--- config.mk ---
export PLATFORM = sky130hd
export DESIGN_NAME = phase_lock_detector
export DESIGN_NICKNAME = d
export VERILOG_FILES = /design/src/rtl/plld_pkg.sv /design/src/rtl/plld_mag_cmp.sv /design/src/rtl/plld_cfg_watch.sv /design/src/rtl/plld_window_acc.sv /design/src/rtl/plld_qual_counter.sv /design/src/rtl/phase_lock_detector.sv
export SDC_FILE = /design/constraint.sdc
export NUM_CORES = 1
export LEC_CHECK = 0
export CORE_AREA = 8 8 77 79
export DETAILED_ROUTE_END_ITERATION = 10
export DIE_AREA = 0 0 85 87
export HOLD_SLACK_MARGIN = 0.02
export PLACE_DENSITY = 0.77
export SETUP_SLACK_MARGIN = 0.4
export SYNTH_ARGS = -nofsm -noshare
export SYNTH_HDL_FRONTEND = slang
export SYNTH_SLANG_ARGS = --single-unit
--- constraint.sdc ---
create_clock -name clk -period 5.3 [get_ports clk]
set_input_delay 1.59 -clock clk [delete_from_list [all_inputs] [get_ports clk]]
set_output_delay 1.59 -clock clk [all_outputs]
set_load 0.02 [all_outputs]
--- src/rtl/plld_pkg.sv ---
// Package: shared types for the phase lock detector.
// Assumes: nothing beyond standard SystemVerilog.
package plld_pkg;

    // Outcome of one monitoring window, reported in the cycle of its tick.
    typedef struct packed {
        logic closed;     // a window closes this cycle
        logic qualified;  // the closing window was clean
    } win_verdict_t;

endpackage

--- src/rtl/plld_mag_cmp.sv ---
// Module: plld_mag_cmp
// Forms the magnitude of a signed phase-error sample and flags a violation
// when a valid sample reaches the unsigned limit.
// Assumes: phase_err is two's complement; the most negative code yields
// 2^(PHASE_W-1), which fits in PHASE_W unsigned bits.
module plld_mag_cmp #(
    parameter int PHASE_W = 16
) (
    input  logic               phase_vld,
    input  logic [PHASE_W-1:0] phase_err,
    input  logic [PHASE_W-1:0] thr_cfg,
    output logic               viol
);

    logic [PHASE_W-1:0] mag;

    // Absolute value of the sample, read as unsigned.
    always_comb begin
        if (phase_err[PHASE_W-1]) begin
            mag = ~phase_err + {{(PHASE_W-1){1'b0}}, 1'b1};
        end else begin
            mag = phase_err;
        end
    end

    // A valid sample at or above the limit is a violation.
    always_comb begin
        viol = phase_vld && (mag >= thr_cfg);
    end

endmodule

--- src/rtl/plld_cfg_watch.sv ---
// Module: plld_cfg_watch
// Keeps the previous configuration, flags any change, and derives the
// required window count, with zero treated as one.
// Assumes: configuration inputs are synchronous to clk.
module plld_cfg_watch #(
    parameter int PHASE_W = 16,
    parameter int INTV_W  = 8
) (
    input  logic              clk,
    input  logic              rst_n,
    input  logic [PHASE_W-1:0] thr_cfg,
    input  logic [INTV_W-1:0] intv_cfg,
    output logic              cfg_chg,
    output logic [INTV_W-1:0] target
);

    logic [PHASE_W-1:0] thr_q;
    logic [INTV_W-1:0]  intv_q;

    // Capture the configuration every cycle, including during reset.
    always_ff @(posedge clk) begin
        thr_q  <= thr_cfg;
        intv_q <= intv_cfg;
    end

    // A change is any difference from the previous cycle, outside reset.
    always_comb begin
        cfg_chg = rst_n && ((thr_cfg != thr_q) || (intv_cfg != intv_q));
    end

    // The required count: a programmed zero acts as one.
    always_comb begin
        if (intv_cfg == '0) begin
            target = {{(INTV_W-1){1'b0}}, 1'b1};
        end else begin
            target = intv_cfg;
        end
    end

endmodule

--- src/rtl/plld_window_acc.sv ---
// Module: plld_window_acc
// Tracks whether the open window has seen a valid sample and whether it
// has seen a violation, and reports the verdict when the tick closes it.
// Assumes: a sample in the tick cycle belongs to the closing window; clr
// restarts the window and suppresses a coincident tick.
module plld_window_acc
    import plld_pkg::*;
(
    input  logic         clk,
    input  logic         rst_n,
    input  logic         clr,
    input  logic         phase_vld,
    input  logic         viol,
    input  logic         win_tick,
    output win_verdict_t verdict
);

    logic seen_q;
    logic bad_q;

    // Verdict of the closing window, including the sample of this cycle.
    always_comb begin
        verdict.closed    = win_tick && !clr;
        verdict.qualified = (seen_q || phase_vld) && !(bad_q || viol);
    end

    // Collect evidence for the open window; restart it on tick or clear.
    always_ff @(posedge clk) begin
        if (!rst_n || clr || win_tick) begin
            seen_q <= 1'b0;
            bad_q  <= 1'b0;
        end else begin
            seen_q <= seen_q || phase_vld;
            bad_q  <= bad_q || viol;
        end
    end

endmodule

--- src/rtl/plld_qual_counter.sv ---
// Module: plld_qual_counter
// Counts consecutive clean windows, saturating at the target, and keeps
// the lock status.
// Assumes: target is never zero; clr has priority over everything else.
module plld_qual_counter
    import plld_pkg::*;
#(
    parameter int INTV_W = 8
) (
    input  logic              clk,
    input  logic              rst_n,
    input  logic              clr,
    input  logic              viol,
    input  win_verdict_t      verdict,
    input  logic [INTV_W-1:0] target,
    output logic              locked
);

    localparam int CW = INTV_W + 1;

    logic [INTV_W-1:0] cnt_q;
    logic [CW-1:0]     cnt_inc;
    logic              reached;

    // The count after one more clean window, and whether it meets the target.
    always_comb begin
        cnt_inc = {1'b0, cnt_q} + {{INTV_W{1'b0}}, 1'b1};
        reached = cnt_inc >= {1'b0, target};
    end

    // Update the count and the lock status on window close and violations.
    always_ff @(posedge clk) begin
        if (!rst_n || clr) begin
            cnt_q  <= '0;
            locked <= 1'b0;
        end else if (verdict.closed) begin
            if (verdict.qualified) begin
                cnt_q  <= reached ? target : cnt_inc[INTV_W-1:0];
                locked <= reached;
            end else begin
                cnt_q  <= '0;
                locked <= 1'b0;
            end
        end else if (viol) begin
            cnt_q  <= '0;
            locked <= 1'b0;
        end
    end

endmodule

--- src/rtl/phase_lock_detector.sv ---
// Module: phase_lock_detector
// Declares lock once the phase-error magnitude has stayed below a limit for
// a programmed number of consecutive monitoring windows.
// Assumes: win_tick is a one-cycle pulse per window; all inputs are
// synchronous to clk; reset is synchronous and active low.
module phase_lock_detector
    import plld_pkg::*;
#(
    parameter int PHASE_W = 16,
    parameter int INTV_W  = 8
) (
    input  logic               clk,
    input  logic               rst_n,
    input  logic               phase_vld,
    input  logic [PHASE_W-1:0] phase_err,
    input  logic               win_tick,
    input  logic [PHASE_W-1:0] thr_cfg,
    input  logic [INTV_W-1:0]  intv_cfg,
    output logic               locked
);

    logic              viol;
    logic              cfg_chg;
    logic [INTV_W-1:0] target;
    win_verdict_t      verdict;

    plld_mag_cmp #(.PHASE_W(PHASE_W)) mag_i (
        .phase_vld (phase_vld),
        .phase_err (phase_err),
        .thr_cfg   (thr_cfg),
        .viol      (viol)
    );

    plld_cfg_watch #(.PHASE_W(PHASE_W), .INTV_W(INTV_W)) cfg_i (
        .clk      (clk),
        .rst_n    (rst_n),
        .thr_cfg  (thr_cfg),
        .intv_cfg (intv_cfg),
        .cfg_chg  (cfg_chg),
        .target   (target)
    );

    plld_window_acc win_i (
        .clk       (clk),
        .rst_n     (rst_n),
        .clr       (cfg_chg),
        .phase_vld (phase_vld),
        .viol      (viol),
        .win_tick  (win_tick),
        .verdict   (verdict)
    );

    plld_qual_counter #(.INTV_W(INTV_W)) cnt_i (
        .clk     (clk),
        .rst_n   (rst_n),
        .clr     (cfg_chg),
        .viol    (viol),
        .verdict (verdict),
        .target  (target),
        .locked  (locked)
    );

endmodule

**Yosys cells after proc, flatten, opt, wreduce, memory -nomap -nowiden**

Cells that the tools add are included.

- Register bits after elaboration: 35
- Word-level logic and storage cells: 36

- Reduce and logical (&&, ||, !) cells: 14
- Equal/unequal tests: 2
- $lt $le $gt $ge: 2
- Bitwise gates (word level): 1
- Muxes and demuxes: 9
- $add $sub $neg: 2

Operator list:

| operator | count |
|---|---|
| 8-bit 2-to-1 mux | 5 |
| 16-bit by 1-bit adder with 16-bit output (second input constant) | 1 |
| 16-bit greater-or-equal comparator | 1 |
| 16-bit 2-to-1 mux | 1 |
| 16-bit != test | 1 |
| 16-bit NOT | 1 |
| 8-bit by 1-bit adder with 9-bit output (second input constant) | 1 |
| 9-bit by 8-bit greater-or-equal comparator with 1-bit output | 1 |
| 8-bit logical NOT | 1 |
| 8-bit != test | 1 |
| 1-bit logical OR | 5 |
| 1-bit logical AND | 4 |
| 1-bit logical NOT | 3 |
| 1-bit 2-to-1 mux | 3 |
| 2-bit nonzero test | 1 |

**Logic depth before layout (Yosys ltp)**

Gate-level depths: netlist (run 1).

- Depth after elaboration: 10
- Gate-level depth with buffers: 14
- Gate-level depth less buffers: 14

**Hierarchy**

A second synthesis (run 1) with hierarchy kept.

- Cells, all modules: 281
- Area, all modules: 2,409.8 um2

By module, submodules not included:

| module | cells an instance | times used | area each (um2) |
|---|---|---|---|
| plld_qual_counter | 105 | 1 | 839.6 |
| plld_cfg_watch | 66 | 1 | 795.8 |
| plld_mag_cmp | 101 | 1 | 696.9 |
| plld_window_acc | 9 | 1 | 77.6 |

**Least setup slack after synthesis (run 1)**

OpenSTA, ideal clock, no wires.

- Path kind: input -> register
- Start point: in phase_err[5]
- End point: reg cnt_i.cnt_q[2]
- Setup slack: 0.454 ns
- Required time: 5.221 ns
- Cell stages on the path: 12
- Arrival time: 4.767 ns
- Cell sequence: or4_4 -> or3_1 -> or4_4 -> o31ai_4 -> xnor2_1 -> ha_1 -> nand4_1 -> nor4_1 -> a311o_1 -> o31ai_2 -> nand3b_4 -> o211ai_1

- Cells in the longest elaborated chain, start to end: 10
- Elaborated cells on any way between the ends: 11
- Those cells by class: add/sub (1); order compare (1); mux (3); bitwise (1); reduce/logical (5)

RTL lines:

| item | line | source |
|---|---|---|
| start, declared | phase_lock_detector.sv:15 | `input logic [PHASE_W-1:0] phase_err,` |
| 16-bit NOT | plld_mag_cmp.sv:20 | `mag = ~phase_err + {{(PHASE_W-1){1'b0}}, 1'b1};` |
| 16-bit by 1-bit adder with 16-bit output | plld_mag_cmp.sv:20 |  |
| 16-bit 2-to-1 mux * | plld_mag_cmp.sv:19 | `if (phase_err[PHASE_W-1]) begin` |
| 16-bit greater-or-equal comparator * | plld_mag_cmp.sv:28 | `viol = phase_vld && (mag >= thr_cfg);` |
| 1-bit logical AND * | plld_mag_cmp.sv:28 |  |
| 1-bit logical OR | plld_window_acc.sv:24 | `verdict.qualified = (seen_q \|\| phase_vld) && !(bad_q \|\| viol);` |
| 1-bit logical NOT | plld_window_acc.sv:24 |  |
| 1-bit logical AND | plld_window_acc.sv:24 |  |
| 8-bit 2-to-1 mux | plld_qual_counter.sv:37 | `if (verdict.qualified) begin` |
| 8-bit 2-to-1 mux | plld_qual_counter.sv:36 | `end else if (verdict.closed) begin` |
| end signal, assigned | plld_qual_counter.sv:38 | `cnt_q <= reached ? target : cnt_inc[INTV_W-1:0];` |
| end, declared | plld_qual_counter.sv:21 | `logic [INTV_W-1:0] cnt_q;` |

Mark *: on every way between the ends. The rest lies on a longest branch, timed or not.
A chain may end at the register's enable or synchronous reset.

**Worst setup path after layout (run 1)**

- Start point: in phase_err[2]
- End point: reg cnt_i.cnt_q[2]

The elaborated chain is that of the path after synthesis.

==> flow_summary.yaml, run 1 <==
status:
  run_status: "finished clean"
floorplan:
  io-pin-count: 45
  die_width_um: 85
  coreArea_um2: 4850
  initial_core_util: 0.484
  die_area_um2: 7400
  fp.dieH_um: 87
  std_cell_rows: 26
logic_synthesis:
  yosysSeqAreaShare: 0.299
  yosysTopAreaCellShare: 0.299
  syn-instance-count: 268
  yosys_register_bits: 35
  ys_async_sr_fraction: 0
  yosysTopAreaCell: "dfxtp_1"
  syn_avg_cell_area_um2: 8.75
  synthTopCellsByCount: "dfxtp_1 (35), inv_1 (34), xnor2_1 (30)"
  syn-cell-area_um2: 2340
  synth_area_leaders: "dfxtp_1 (30%), ha_1 (14%), xnor2_1 (11%)"
  synth_most_common_cell: "dfxtp_1"
  synth_edf_count: 0
  syn_nets: 338
  yosysUniqueCellTypes: 48
  ys_warn_count: 0
  synth_flop_cell: "dfxtp_1"
timing:
  timing.final.crit_share: 0.898
  fmax_mhz: 210
  slew_violations: 0
  tightest_slew_ps: 684
  finalHoldViolCount: 0
  slew_headroom: 0.544
  skew_ps: 4.58
  period_needed_ps: 4760
  whs_ps: 457
  rsz0062_at_grt: "no"
  setup_tns_ps: 0
  setup_viol: 0
detailed_routing:
  firstDrtPassIters: 4
  viasPerCell: 5.39
  final_antenna_net_count: 0
  avgRoutedWirePerCell_um: 14.0
  wl_mm: 5.36
  route.detailed.drc: 0
  num_vias: 2069
  drt-initial-drc-count: 153
worst_setup_path:
  startpoint: "phase_err[2]"
  required_ps: 5510
  cp-start-kind: "input pin"
  end_kind: "flip-flop"
  r2r-start: "cnt_i.cnt_q[0]$_SDFFE_PP0P_"
  arrival_ps: 4970
  worstSetupPathType: "in -> reg"
  path_max_fanout: 7
layout:
  fillers: 419
  fin_cells: 384
  multi_input_comb_area_um2: 1580
  seq_area_um2: 701
  stdcell_area_um2: 3090
  drive_above_1_share: 0.119
  syn2layout_area_growth_pct: 31.8
  fin_util: 0.637
  fin_nets: 397
  antenna_cells: 0
placed_design:
  post_dp_cell_area_um2: 2910
  port_buffers: 44
  dp_hpwl_mm: 4.40
  dp.cells: 372
  gp_routability_congestion: 0.774
cts:
  cts_tree: "done"
  clk_latency_ps: 280
  root_buffer: "clkbuf_8"
  cts-htree-levels: 2
  cts_inserted_buffers: 5
  clock_sinks: 35
  clkTransAtPathRegs_ps: 70
  clk_path_buf_depth: 2
  hold_buffers: 0
power_and_ir_drop:
  leakagePower_nw: 1.31
  power_density_nw_per_um2: 201
  ir_drop_v: 0.000120
min_path:
  min_from: "win_i.bad_q$_SDFF_PP0_"
  hold_path.class: "reg -> reg"
global_route:
  antenna_found_initial: 0
  grt_max_degree: 17
  grt_pass1_wl_mm: 9.16
  grt_pass1_vias: 2117
  grt_usage: 0.152
  grt_overflow: 0
flow_run:
  max_cap_viol_count: 0
==> where the power goes <==
part	internal (W)	switching, W	total, W
Clock	0.000119	0.0000904	0.000209
Sequential	0.000273	0.00000398	0.000277
Combinational	0.0000724	0.0000635	0.000136
Total	0.000464	0.000158	0.000622
==> state kept, by name, summed over array words and instances (netlist names) <==
register	cells
cnt_i.locked	1
win_i.seen_q	1
cnt_i.cnt_q	8
cfg_i.thr_q	16
cfg_i.intv_q	8
win_i.bad_q	1
==> metrics by stage <==
stage	total power, W	setup WS [ps]
final	0.000622	543
after global routing	0.000661	400
after CTS	0.000628	361
after detailed placement	0.000416	-72.0
after global placement	0.000412	10.3
after floorplan	0.000351	454
==> area by class of cell <==
cell class / instances / area share
Clock buffer: 8 / 0.0324
Timing Repair Buffer: 55 / 0.165
Tap cell: 56 / 0.0227
Multi-Input combinational cell: 196 / 0.512
Inverter: 34 / 0.0413
Sequential cell: 35 / 0.227
==> kinds of logic after synthesis <==
group                    after synthesis  share of synthesized area
AO/OA/AOI/OAI                         54                      0.163
XOR/XNOR                              43                      0.161
adder cells (fa/ha/maj)               26                      0.139
buffers and inverters                 38                     0.0608
flip-flops                            35                      0.299
multiplexers                           1                    0.00427
AND/OR/NAND/NOR                       71                      0.174
==> final timing paths <==
path | end | slack (ps) | cells past startpoint
hold / removal | win_i.bad_q$_SDFF_PP0_ | 460 | 2
setup reg to reg | cnt_i.cnt_q[5]$_SDFFE_PP0P_ | 2090 | 12
setup / recovery | cnt_i.cnt_q[2]$_SDFFE_PP0P_ | 540 | 14
hold reg to reg | win_i.bad_q$_SDFF_PP0_ | 460 | 2
==> per-layer routing <==
layer  share of wire  track usage
met1            0.45        0.170
met2            0.50        0.275
met3           0.039       0.0264
met4           0.016       0.0680
met5               0            0
==> what timing repair did <==
action | 4_1_cts | 5_1_grt
endpoints found under the hold margin | 0 | 0
gates cloned | 1 | 0
setup endpoints to repair | 9 | 9
setup buffers | 3 | 0
pin swaps | 15 | 11
resized for setup | 23 | 6
==> placed cells by master, fill, tap and decap left out, drive strengths merged, types with 10 or more instances in the layout <==
| master | instances |
|---|---|
| a21oi | 11 |
| xor2 | 13 |
| ha | 26 |
| buf | 14 |
| o21ai | 12 |
| xnor2 | 30 |
| clkdlybuf4s50 | 37 |
| nor2 | 10 |
| dfxtp | 35 |
| inv | 34 |
| nand2 | 14 |
==> worst max-delay path: stages <==
cell and delay [ps]:
dlygate4sd2_1 260, or3_4 380, or3_1 390, or4_4 460, o31ai_4 190, xnor2_1 140
ha_1 260, nand4_1 170, nor4_2 50, a311o_1 360, o31ai_2 180, buf_4 210
nand3b_4 120, o211ai_1 200
Note: power is estimated with default switching activity, not from simulation.
==> run 2: changes to the inputs <==
- RECOVER_POWER: unset -> 25
==> run 2 against run 1 <==
  * Via count about the same
  * Routed wire length about the same
  * Critical path depth unchanged
  * Register-to-register slack hardly changed
  * Total power decreased by 0.20%
  * Die area unchanged
  * Sequential power about the same
  * Clock power about the same
  * Fmax about the same
  * Critical endpoint unchanged
  * Largest cell class unchanged
  * Highest routed layer unchanged
==> flow_summary.yaml, run 2 (synthesis gave the netlist of run 1 again) <==
status:
  run_status: "finished clean"
detailed_routing:
  route.detailed.drc: 0
  firstDrtPassIters: 4
  num_vias: 2070
  viasPerCell: 5.39
  avgRoutedWirePerCell_um: 14.0
  wl_mm: 5.36
  drt-initial-drc-count: 153
  final_antenna_net_count: 0
worst_setup_path:
  crit_chain: "dlygate4sd2_1 > or3_4 > or3_1 > or4_4 > o31ai_4 > xnor2_1 > ha_1 > nand4_1 > nor4_2 > a311o_1 > o31ai_2 > buf_4 > nand3b_4 > o211ai_1"
  cpPeakStageDelay_ps: 460
  required_ps: 5510
  critPathBufInv: 2
  crit_family: "simple AND/OR/NAND/NOR gates"
  end_kind: "flip-flop"
  cp_slowest_cell: "or4_4"
  path_max_fanout: 7
  cp-start-kind: "input pin"
  arrival_ps: 4970
  worstSetupPathType: "in -> reg"
global_route:
  grt_pass1_vias: 2117
  antenna_found_initial: 0
  grt_max_degree: 17
  grt_overflow: 0
  grt_pass1_wl_mm: 9.16
  grt_usage: 0.152
min_path:
  hold_path.class: "reg -> reg"
floorplan:
  initial_core_util: 0.484
  coreArea_um2: 4850
  io-pin-count: 45
  std_cell_rows: 26
  die_area_um2: 7400
  die_width_um: 85
  fp.dieH_um: 87
layout:
  layout_commonest_cell: "dfxtp_1"
  largest_reg_flops: 16
  fillers: 419
  top_regs: "cfg_i.thr_q x16, cfg_i.intv_q x8, cnt_i.cnt_q x8"
  syn2layout_area_growth_pct: 31.8
  fin_nets: 397
  drive_above_1_share: 0.119
  stdcell_area_um2: 3090
  regMostFlops: "cfg_i.thr_q"
  final_cell_mix: "dfxtp_1 (35), inv_1 (34), xnor2_1 (30)"
  antenna_cells: 0
cts:
  root_buffer: "clkbuf_8"
  clock_sinks: 35
  clk_latency_ps: 280
  clk_path_buf_depth: 2
  cts-htree-levels: 2
  clkTransAtPathRegs_ps: 70
  hold_buffers: 0
  cts_tree: "done"
  cts_inserted_buffers: 5
placed_design:
  dp_hpwl_mm: 4.40
  post_dp_cell_area_um2: 2910
  gp_routability_congestion: 0.774
  port_buffers: 44
timing:
  period_needed_ps: 4760
  fmax_mhz: 210
  whs_ps: 457
  skew_ps: 4.79
  setup_viol: 0
  slew_violations: 0
  slew_headroom: 0.544
  finalHoldViolCount: 0
  tightest_slew_ps: 684
  timing.final.crit_share: 0.897
  rsz0062_at_grt: "no"
flow_run:
  max_cap_viol_count: 0
power_and_ir_drop:
  leakagePower_nw: 1.32
  ir_drop_v: 0.000120
  power_density_nw_per_um2: 201
## run 2: cell types whose count changed in the layout (fill, tap and decap cells not counted)
cell	before	now
dlygate4sd3_1	0	9
clkdlybuf4s50_1	37	28
## run 2: timing repair
action                                  4_1_cts  5_1_grt
pin swaps                                    15       11
resized for setup                            23        6
buffers inserted                              3        0
endpoints found under the setup margin        9        9
cloned                                        1        0
## run 2: per-stage QoR
| stage | setup TNS [ps] | util | power, W | std cells | worst slack [ps] |
|---|---|---|---|---|---|
| 2_1_floorplan | 0 | - | 0.000351 | 268 | 454 |
| 3_3_place_gp | 0 | 0.600 | 0.000412 | 372 | 10.3 |
| 3_5_place_dp | -374 | 0.600 | 0.000416 | 372 | -72.0 |
| 4_1_cts | 0 | 0.631 | 0.000628 | 384 | 361 |
| 5_1_grt | 0 | 0.637 | 0.000660 | 384 | 400 |
| 6_report | 0 | 0.637 | 0.000620 | 384 | 543 |
## run 2: worst min-delay path, cell delays in order, from the launching register on
cell,delay [ps]
dfxtp_1,310
inv_1,40
a21boi_0,60
## run 2: final timing paths
kind / slack (ps) / end / depth (start not counted) / startpoint
worst max-delay path: 540 / cnt_i.cnt_q[2]$_SDFFE_PP0P_ / 14 / phase_err[2]
worst min-delay path: 460 / win_i.bad_q$_SDFF_PP0_ / 2 / win_i.bad_q$_SDFF_PP0_
worst max register to register: 2090 / cnt_i.cnt_q[5]$_SDFFE_PP0P_ / 12 / cnt_i.cnt_q[0]$_SDFFE_PP0P_
worst min register to register: 460 / win_i.bad_q$_SDFF_PP0_ / 2 / win_i.bad_q$_SDFF_PP0_
## run 2: power breakdown
part / total, W / switching, W / leakage (nW) / internal, W
combinational: 0.000135 / 0.0000636 / 0.973 / 0.0000710
sequential: 0.000277 / 0.00000397 / 0.291 / 0.000273
clock: 0.000209 / 0.0000904 / 0.0515 / 0.000119
## run 2: layout make-up
type	instances	area [µm²]	area share
Sequential cell	35	701	0.227
Clock buffer	8	100	0.0324
Inverter	34	128	0.0413
Tap cell	56	70.1	0.0227
Timing Repair Buffer	55	510	0.165
Multi-Input combinational cell	196	1580	0.512
## run 2: routing by layer
metal,wire length (µm),vias up,GRT usage
met5,0,-,0
met1,2400,939,0.170
li1,-,1069,-
met4,87,0,0.0680
met2,2670,54,0.275
met3,207,8,0.0264
